## src/rtl/mesi_line_ctrl.sv

```systemverilog
`timescale 1ns/1ps
module mesi_line_ctrl #(
  parameter int ADDR_W = 8,
  parameter int IDX_W  = 2,
  parameter int DATA_W = 8
) (
  input  logic              clk,
  input  logic              rst_n,
  input  logic              cpu_req,
  input  logic              cpu_we,
  input  logic [ADDR_W-1:0] cpu_addr,
  input  logic [DATA_W-1:0] cpu_wdata,
  output logic              cpu_done,
  output logic [DATA_W-1:0] cpu_rdata,
  output logic              bus_req,
  input  logic              bus_gnt,
  output logic              bus_valid,
  output logic [1:0]        bus_cmd,
  output logic [ADDR_W-1:0] bus_addr,
  output logic [DATA_W-1:0] bus_wdata,
  input  logic              bus_shared_in,
  input  logic [DATA_W-1:0] bus_rdata,
  input  logic              snp_valid,
  input  logic [1:0]        snp_cmd,
  input  logic [ADDR_W-1:0] snp_addr,
  output logic              snp_shared,
  output logic              snp_dirty,
  output logic [DATA_W-1:0] snp_data
);
  localparam int SETS  = 1 << IDX_W;
  localparam int TAG_W = ADDR_W - IDX_W;

  localparam logic [1:0] ST_I = 2'd0, ST_S = 2'd1, ST_E = 2'd2, ST_M = 2'd3;
  localparam logic [1:0] CMD_RD = 2'd0, CMD_RDX = 2'd1, CMD_UPG = 2'd2, CMD_WB = 2'd3;

  typedef enum logic [1:0] {C_IDLE, C_WAIT, C_COMMIT} ctl_t;

  logic [1:0]        st_q  [SETS];
  logic [TAG_W-1:0]  tag_q [SETS];
  logic [DATA_W-1:0] dat_q [SETS];

  ctl_t              ctl_q;
  logic              done_q, wb_q, r_we;
  logic [1:0]        pend_q;
  logic [ADDR_W-1:0] r_addr;
  logic [DATA_W-1:0] r_wdata;

  logic [IDX_W-1:0] c_idx, s_idx, r_idx;
  logic [TAG_W-1:0] c_tag, s_tag, r_tag;
  logic             c_hit, s_act, commit;

  assign c_idx = cpu_addr[IDX_W-1:0];
  assign c_tag = cpu_addr[ADDR_W-1:IDX_W];
  assign s_idx = snp_addr[IDX_W-1:0];
  assign s_tag = snp_addr[ADDR_W-1:IDX_W];
  assign r_idx = r_addr[IDX_W-1:0];
  assign r_tag = r_addr[ADDR_W-1:IDX_W];

  assign c_hit  = (st_q[c_idx] != ST_I) && (tag_q[c_idx] == c_tag);
  assign s_act  = snp_valid && (snp_cmd != CMD_WB) && (st_q[s_idx] != ST_I) && (tag_q[s_idx] == s_tag);
  assign commit = (ctl_q == C_COMMIT);

  assign snp_shared = s_act;
  assign snp_dirty  = s_act && (st_q[s_idx] == ST_M);
  assign snp_data   = (commit && s_idx == r_idx) ? r_wdata : dat_q[s_idx];

  assign bus_req   = (ctl_q == C_WAIT);
  assign bus_valid = bus_req && bus_gnt;
  assign bus_cmd   = wb_q ? CMD_WB : pend_q;
  assign bus_addr  = wb_q ? {tag_q[r_idx], r_idx} : r_addr;
  assign bus_wdata = dat_q[r_idx];

  assign cpu_done = done_q | commit;

  always_ff @(posedge clk) begin
    if (!rst_n) begin
      for (int i = 0; i < SETS; i++) begin
        st_q[i]  <= ST_I;
        tag_q[i] <= '0;
        dat_q[i] <= '0;
      end
      ctl_q     <= C_IDLE;
      done_q    <= 1'b0;
      wb_q      <= 1'b0;
      pend_q    <= CMD_RD;
      r_we      <= 1'b0;
      r_addr    <= '0;
      r_wdata   <= '0;
      cpu_rdata <= '0;
    end else begin
      done_q <= 1'b0;
      if (s_act && !bus_valid)
        st_q[s_idx] <= (snp_cmd == CMD_RD) ? ST_S : ST_I;

      case (ctl_q)
        C_IDLE: if (cpu_req && !snp_valid && !done_q) begin
          r_we    <= cpu_we;
          r_addr  <= cpu_addr;
          r_wdata <= cpu_wdata;
          if (c_hit && (!cpu_we || st_q[c_idx] != ST_S)) begin
            done_q <= 1'b1;
            if (cpu_we) begin
              dat_q[c_idx] <= cpu_wdata;
              st_q[c_idx]  <= ST_M;
            end else begin
              cpu_rdata <= dat_q[c_idx];
            end
          end else begin
            ctl_q  <= C_WAIT;
            wb_q   <= !c_hit && (st_q[c_idx] == ST_M);
            pend_q <= c_hit ? CMD_UPG : (cpu_we ? CMD_RDX : CMD_RD);
          end
        end
        C_WAIT: if (bus_gnt) begin
          if (wb_q) begin
            wb_q        <= 1'b0;
            st_q[r_idx] <= ST_I;
          end else begin
            case (pend_q)
              CMD_RD: begin
                tag_q[r_idx] <= r_tag;
                dat_q[r_idx] <= bus_rdata;
                st_q[r_idx]  <= bus_shared_in ? ST_S : ST_E;
                cpu_rdata    <= bus_rdata;
                done_q       <= 1'b1;
                ctl_q        <= C_IDLE;
              end
              CMD_RDX: begin
                tag_q[r_idx] <= r_tag;
                dat_q[r_idx] <= bus_rdata;
                st_q[r_idx]  <= ST_M;
                ctl_q        <= C_COMMIT;
              end
              default: begin
                st_q[r_idx] <= ST_M;
                ctl_q       <= C_COMMIT;
              end
            endcase
          end
        end else if (s_act && s_idx == r_idx) begin
          if (wb_q) wb_q <= 1'b0;
          if (pend_q == CMD_UPG && snp_cmd != CMD_RD) pend_q <= CMD_RDX;
        end
        default: begin
          dat_q[r_idx] <= r_wdata;
          ctl_q        <= C_IDLE;
        end
      endcase
    end
  end

  logic unused_we;
  assign unused_we = r_we;
endmodule

```

## config.mk

```make
export PLATFORM = sky130hd
export DESIGN_NAME = mesi_line_ctrl
export DESIGN_NICKNAME = d
export VERILOG_FILES = /design/src/rtl/mesi_line_ctrl.sv
export SDC_FILE = /design/constraint.sdc
export NUM_CORES = 1
export LEC_CHECK = 0
export BUFFER_PORTS_ARGS = -buffer_cell sky130_fd_sc_hd__buf_2
export CORE_AREA = 2 2 110 193
export DETAILED_ROUTE_END_ITERATION = 7
export DIE_AREA = 0 0 112 195
export GPL_ROUTABILITY_DRIVEN = 0
export MAX_ROUTING_LAYER = met4
export PLACE_DENSITY = 0.53
export SETUP_SLACK_MARGIN = 0.02
export SLEW_MARGIN = 20
export SYNTH_ARGS = -nofsm -noshare
export SYNTH_HDL_FRONTEND = slang
export SYNTH_SLANG_ARGS = --single-unit
```

## constraint.sdc

```tcl
create_clock -name clk -period 8.85 [get_ports clk]
set_input_delay 1.3275 -clock clk [delete_from_list [all_inputs] [get_ports clk]]
set_output_delay 1.3275 -clock clk [all_outputs]
set_load 0.02 [all_outputs]
```

==> summary.json <==
{
  "critical_path.endpoint_type": "output port",
  "r2r_setup_slack_ps": 4710,
  "synth_common_cells": "sky130_fd_sc_hd__edfxtp_1 (64), sky130_fd_sc_hd__nand2_1 (63), sky130_fd_sc_hd__nor2_1 (49), sky130_fd_sc_hd__mux4_2 (37), sky130_fd_sc_hd__dfxtp_1 (32)",
  "static-leakage-power_uw": 0.00258,
  "antenna_cells_inserted": 0,
  "async_reset_ff_share_pct": 0,
  "ff2ff_path_depth": 8,
  "power.share.switching_pct": 27.8,
  "pwr-share-clk_pct": 34.6,
  "port-buffer-count": 79,
  "route.detailed.vias_per_inst": 5.30,
  "synth_top_area_cell": "sky130_fd_sc_hd__edfxtp_1",
  "number_of_gates_resized_after_cts": 0,
  "ys_top_cells_by_area": "sky130_fd_sc_hd__edfxtp_1 (33%), sky130_fd_sc_hd__mux4_2 (14%), sky130_fd_sc_hd__dfxtp_1 (11%)",
  "timing_hold_violations_final": 0,
  "grt_pass1_vias": 4822,
  "ys_dominant_reg_cell": "sky130_fd_sc_hd__edfxtp_1",
  "setup-tns-final_ps": 0,
  "cts-buffers-inserted": 9,
  "whs_path_depth": 2,
  "antenna_found_initial": 0,
  "path_clk_slew_ps": 70,
  "drv_cap": 0,
  "io_pins": 80,
  "fp.dieArea_um2": 21800,
  "dr.pass1.iters": 5,
  "hold_path.class": "flip-flop to flip-flop",
  "min_to": "r_wdata[1]",
  "initial_utilization_pct": 28.7,
  "synth-edff-count": 64,
  "cts_max_level": 3,
  "status": "finished, final reports clean",
  "post_drt_wl_per_cell_um": 22.5,
  "critPathMaxFanout": 22,
  "fin_total_pwr_uw": 1040,
  "cts.root.buffer_cell": "sky130_fd_sc_hd__clkbuf_16",
  "grt_overflow_total": 0,
  "grt_pass1_wl_um": 28300,
  "skew_ps": 10.0,
  "clock_tree_from_tritoncts": "done",
  "via_count": 4391,
  "ctsHoldBuffers": 0,
  "worst_pin_slew_ps": 1150,
  "ys_seq_elements": 96,
  "seq_area_frac_synth_pct": 44.1,
  "synth_top_family_by_area": "multiplexers",
  "worst_r2r_endpoint": "dat_q[2][5]",
  "grt_max_degree": 28,
  "fp-row-count": 69,
  "gr-usage-all-layers_pct": 17.7,
  "final_max_slew_viol_count": 0,
  "worst_ep_arrival_time_ps": 3800,
  "p_comb_share_pct": 16.0,
  "post_synth_mux_area_share_pct": 20.3,
  "slew_headroom_pct": 23.7,
  "dpl-instance-area_um2": 6370,
  "finish.utilization_pct": 32.9,
  "wirelength_um": 18600,
  "synth-warning-count": 0,
  "drive_above_1_share_pct": 30.3,
  "synth.most_common_cell": "sky130_fd_sc_hd__edfxtp_1",
  "synth_cell_type_count": 65,
  "seq_power_share_pct": 49.3,
  "p_sw_uw": 290,
  "mappedNetlistNets": 554,
  "layout_worst_path_cycle_share_pct": 57.9,
  "remaining_drc_errors": 0,
  "floorplan_core_area_um2": 20200,
  "synthDominantCellAreaShare_pct": 33.1,
  "worstSetupPathType": "primary input to output port",
  "drtAntennaViolNets": 0,
  "synth_simple_gate_area_share_pct": 18.0,
  "synthesis.instances": 513,
  "die_height_um": 195,
  "cell_internal_pwr_uw": 755,
  "synthXorXnorAreaFrac_pct": 3.17,
  "clk-insertion-delay-late_ps": 340,
  "place.detailed.hpwl_um": 13500,
  "setup-violations-final": 0,
  "synth_fa_ha_area_share_pct": 0,
  "clk_path_buf_depth": 2,
  "syn_area_um2": 5810,
  "num-nets-final": 616,
  "drt_first_iter_violations": 262,
  "syn_area_cell_um2": 11.3,
  "flow.area_growth_from_synthesis_pct": 14.3,
  "finalWorstPathRequiredPeriod_ps": 5130,
  "critPathRequiredTime_ps": 7520,
  "rsz0062_at_grt": "no",
  "post_cts_setup_buffers": 0,
  "highest_attainable_clock_frequency_mhz": 195,
  "cellPowerDensity_nw_per_um2": 157,
  "r2r_startpoint": "ctl_q[1]",
  "synth_compound_gate_area_share_pct": 10.0,
  "max_vdd_drop_v": 0.000105,
  "setup.worst_path.start_class": "primary input",
  "hp-start": "r_wdata[1]",
  "die_width_um": 112,
  "clock-sinks": 96,
  "design_area_um2": 6640
}
## power groups by stage
stage / Clock (µW) / Combinational [µW] / Sequential (µW)
6_report: 362 / 167 / 515
4_1_cts: 367 / 169 / 515
2_1_floorplan: 0 / 117 / 517
5_1_grt: 383 / 179 / 518
3_5_place_dp: 0 / 169 / 525
3_3_place_gp: 0 / 167 / 523
## per-stage QoR
stage / instances / setup slack [ps] / hold slack, ps
floorplan: 513 / 4360 / 447
global placement: 812 / 3720 / 456
detailed placement: 812 / 3700 / 466
CTS: 828 / 3710 / 476
global route: 828 / 3490 / 492
finish: 828 / 3720 / 474
## per-layer routing
layer	part of all wire [%]	up-vias	GRT usage, %
met1	35	2198	17.7
li1	-	2026	-
met4	2.7	0	6.46
met5	0	-	-
met3	5.0	29	2.17
met2	57	138	34.5
## worst max-delay path: stages
cell and delay, ps:
sky130_fd_sc_hd__buf_2 590, sky130_fd_sc_hd__mux4_2 600, sky130_fd_sc_hd__xor2_1 160, sky130_fd_sc_hd__nor2_1 70, sky130_fd_sc_hd__o21ai_0 230, sky130_fd_sc_hd__or2_2 380, sky130_fd_sc_hd__inv_1 110, sky130_fd_sc_hd__and3_1 160
sky130_fd_sc_hd__buf_2 160
## cells in the final DEF, fill, tap and decap left out, types with 2 or more instances in the layout
master,n
sky130_fd_sc_hd__clkbuf_16,9
sky130_fd_sc_hd__buf_2,79
sky130_fd_sc_hd__xor2_1,8
sky130_fd_sc_hd__nor2_1,49
sky130_fd_sc_hd__clkinv_2,2
sky130_fd_sc_hd__or2_2,4
sky130_fd_sc_hd__mux4_2,37
sky130_fd_sc_hd__o21ai_0,7
sky130_fd_sc_hd__a21o_1,2
sky130_fd_sc_hd__or2_1,2
sky130_fd_sc_hd__edfxtp_1,64
sky130_fd_sc_hd__nor4_4,2
sky130_fd_sc_hd__o22ai_2,2
sky130_fd_sc_hd__xnor2_1,13
sky130_fd_sc_hd__a21oi_1,25
sky130_fd_sc_hd__and2_1,25
sky130_fd_sc_hd__nor4_2,2
sky130_fd_sc_hd__buf_4,5
sky130_fd_sc_hd__a211oi_1,2
sky130_fd_sc_hd__nand2b_1,10
sky130_fd_sc_hd__a311oi_2,2
sky130_fd_sc_hd__or3_1,2
sky130_fd_sc_hd__nor3_1,11
sky130_fd_sc_hd__nor4_1,6
sky130_fd_sc_hd__dfxtp_1,31
sky130_fd_sc_hd__mux2_2,14
sky130_fd_sc_hd__nand4_1,2
sky130_fd_sc_hd__nor3_2,4
sky130_fd_sc_hd__mux2i_1,19
sky130_fd_sc_hd__nand3_1,6
sky130_fd_sc_hd__a311oi_1,6
sky130_fd_sc_hd__inv_1,17
sky130_fd_sc_hd__nor3_4,2
sky130_fd_sc_hd__nand2_1,63
sky130_fd_sc_hd__a22o_1,8
sky130_fd_sc_hd__clkbuf_1,2
sky130_fd_sc_hd__and3_1,3
sky130_fd_sc_hd__nor2b_1,3
## worst max path at each step
stage / start / endpoint / slack [ps] / depth (start not counted)
5_1_grt: snp_addr[0] / snp_dirty / 3490 / 9
3_5_place_dp: snp_addr[0] / snp_dirty / 3700 / 9
6_report: snp_addr[0] / snp_dirty / 3720 / 9
4_1_cts: snp_addr[0] / snp_dirty / 3710 / 9
2_1_floorplan: snp_addr[0] / snp_dirty / 4360 / 8
3_3_place_gp: snp_addr[0] / snp_dirty / 3720 / 9
## area by class of cell
type / instances / area, µm²
Timing Repair Buffer: 84 / 433
Multi-Input combinational cell: 366 / 3000
Clock buffer: 11 / 233
Clock inverter: 5 / 33.8
Sequential cell: 96 / 2560
Tap cell: 248 / 310
Inverter: 18 / 67.6
Fill cell: 2119 / 13600
## cells by family (layout without fill, tap and decap cells)
group	count (synthesis)	count (layout)
buffers and inverters	51	118
and+or+nand+nor	201	201
xor gates and xnor gates	21	21
DFF	96	96
muxes	70	70
AOI/OAI and AO/OA	74	74
## flip-flops by register name (all words and copies together), names as in the netlist, named ones only
| register | cells |
|---|---|
| cpu_rdata | 8 |
| done_q | 1 |
| pend_q | 2 |
| ctl_q | 2 |
| wb_q | 1 |
| r_wdata | 8 |
| st_q | 8 |
| tag_q | 24 |
| r_addr | 8 |
| dat_q | 32 |
(Power assumes the default switching activity.)
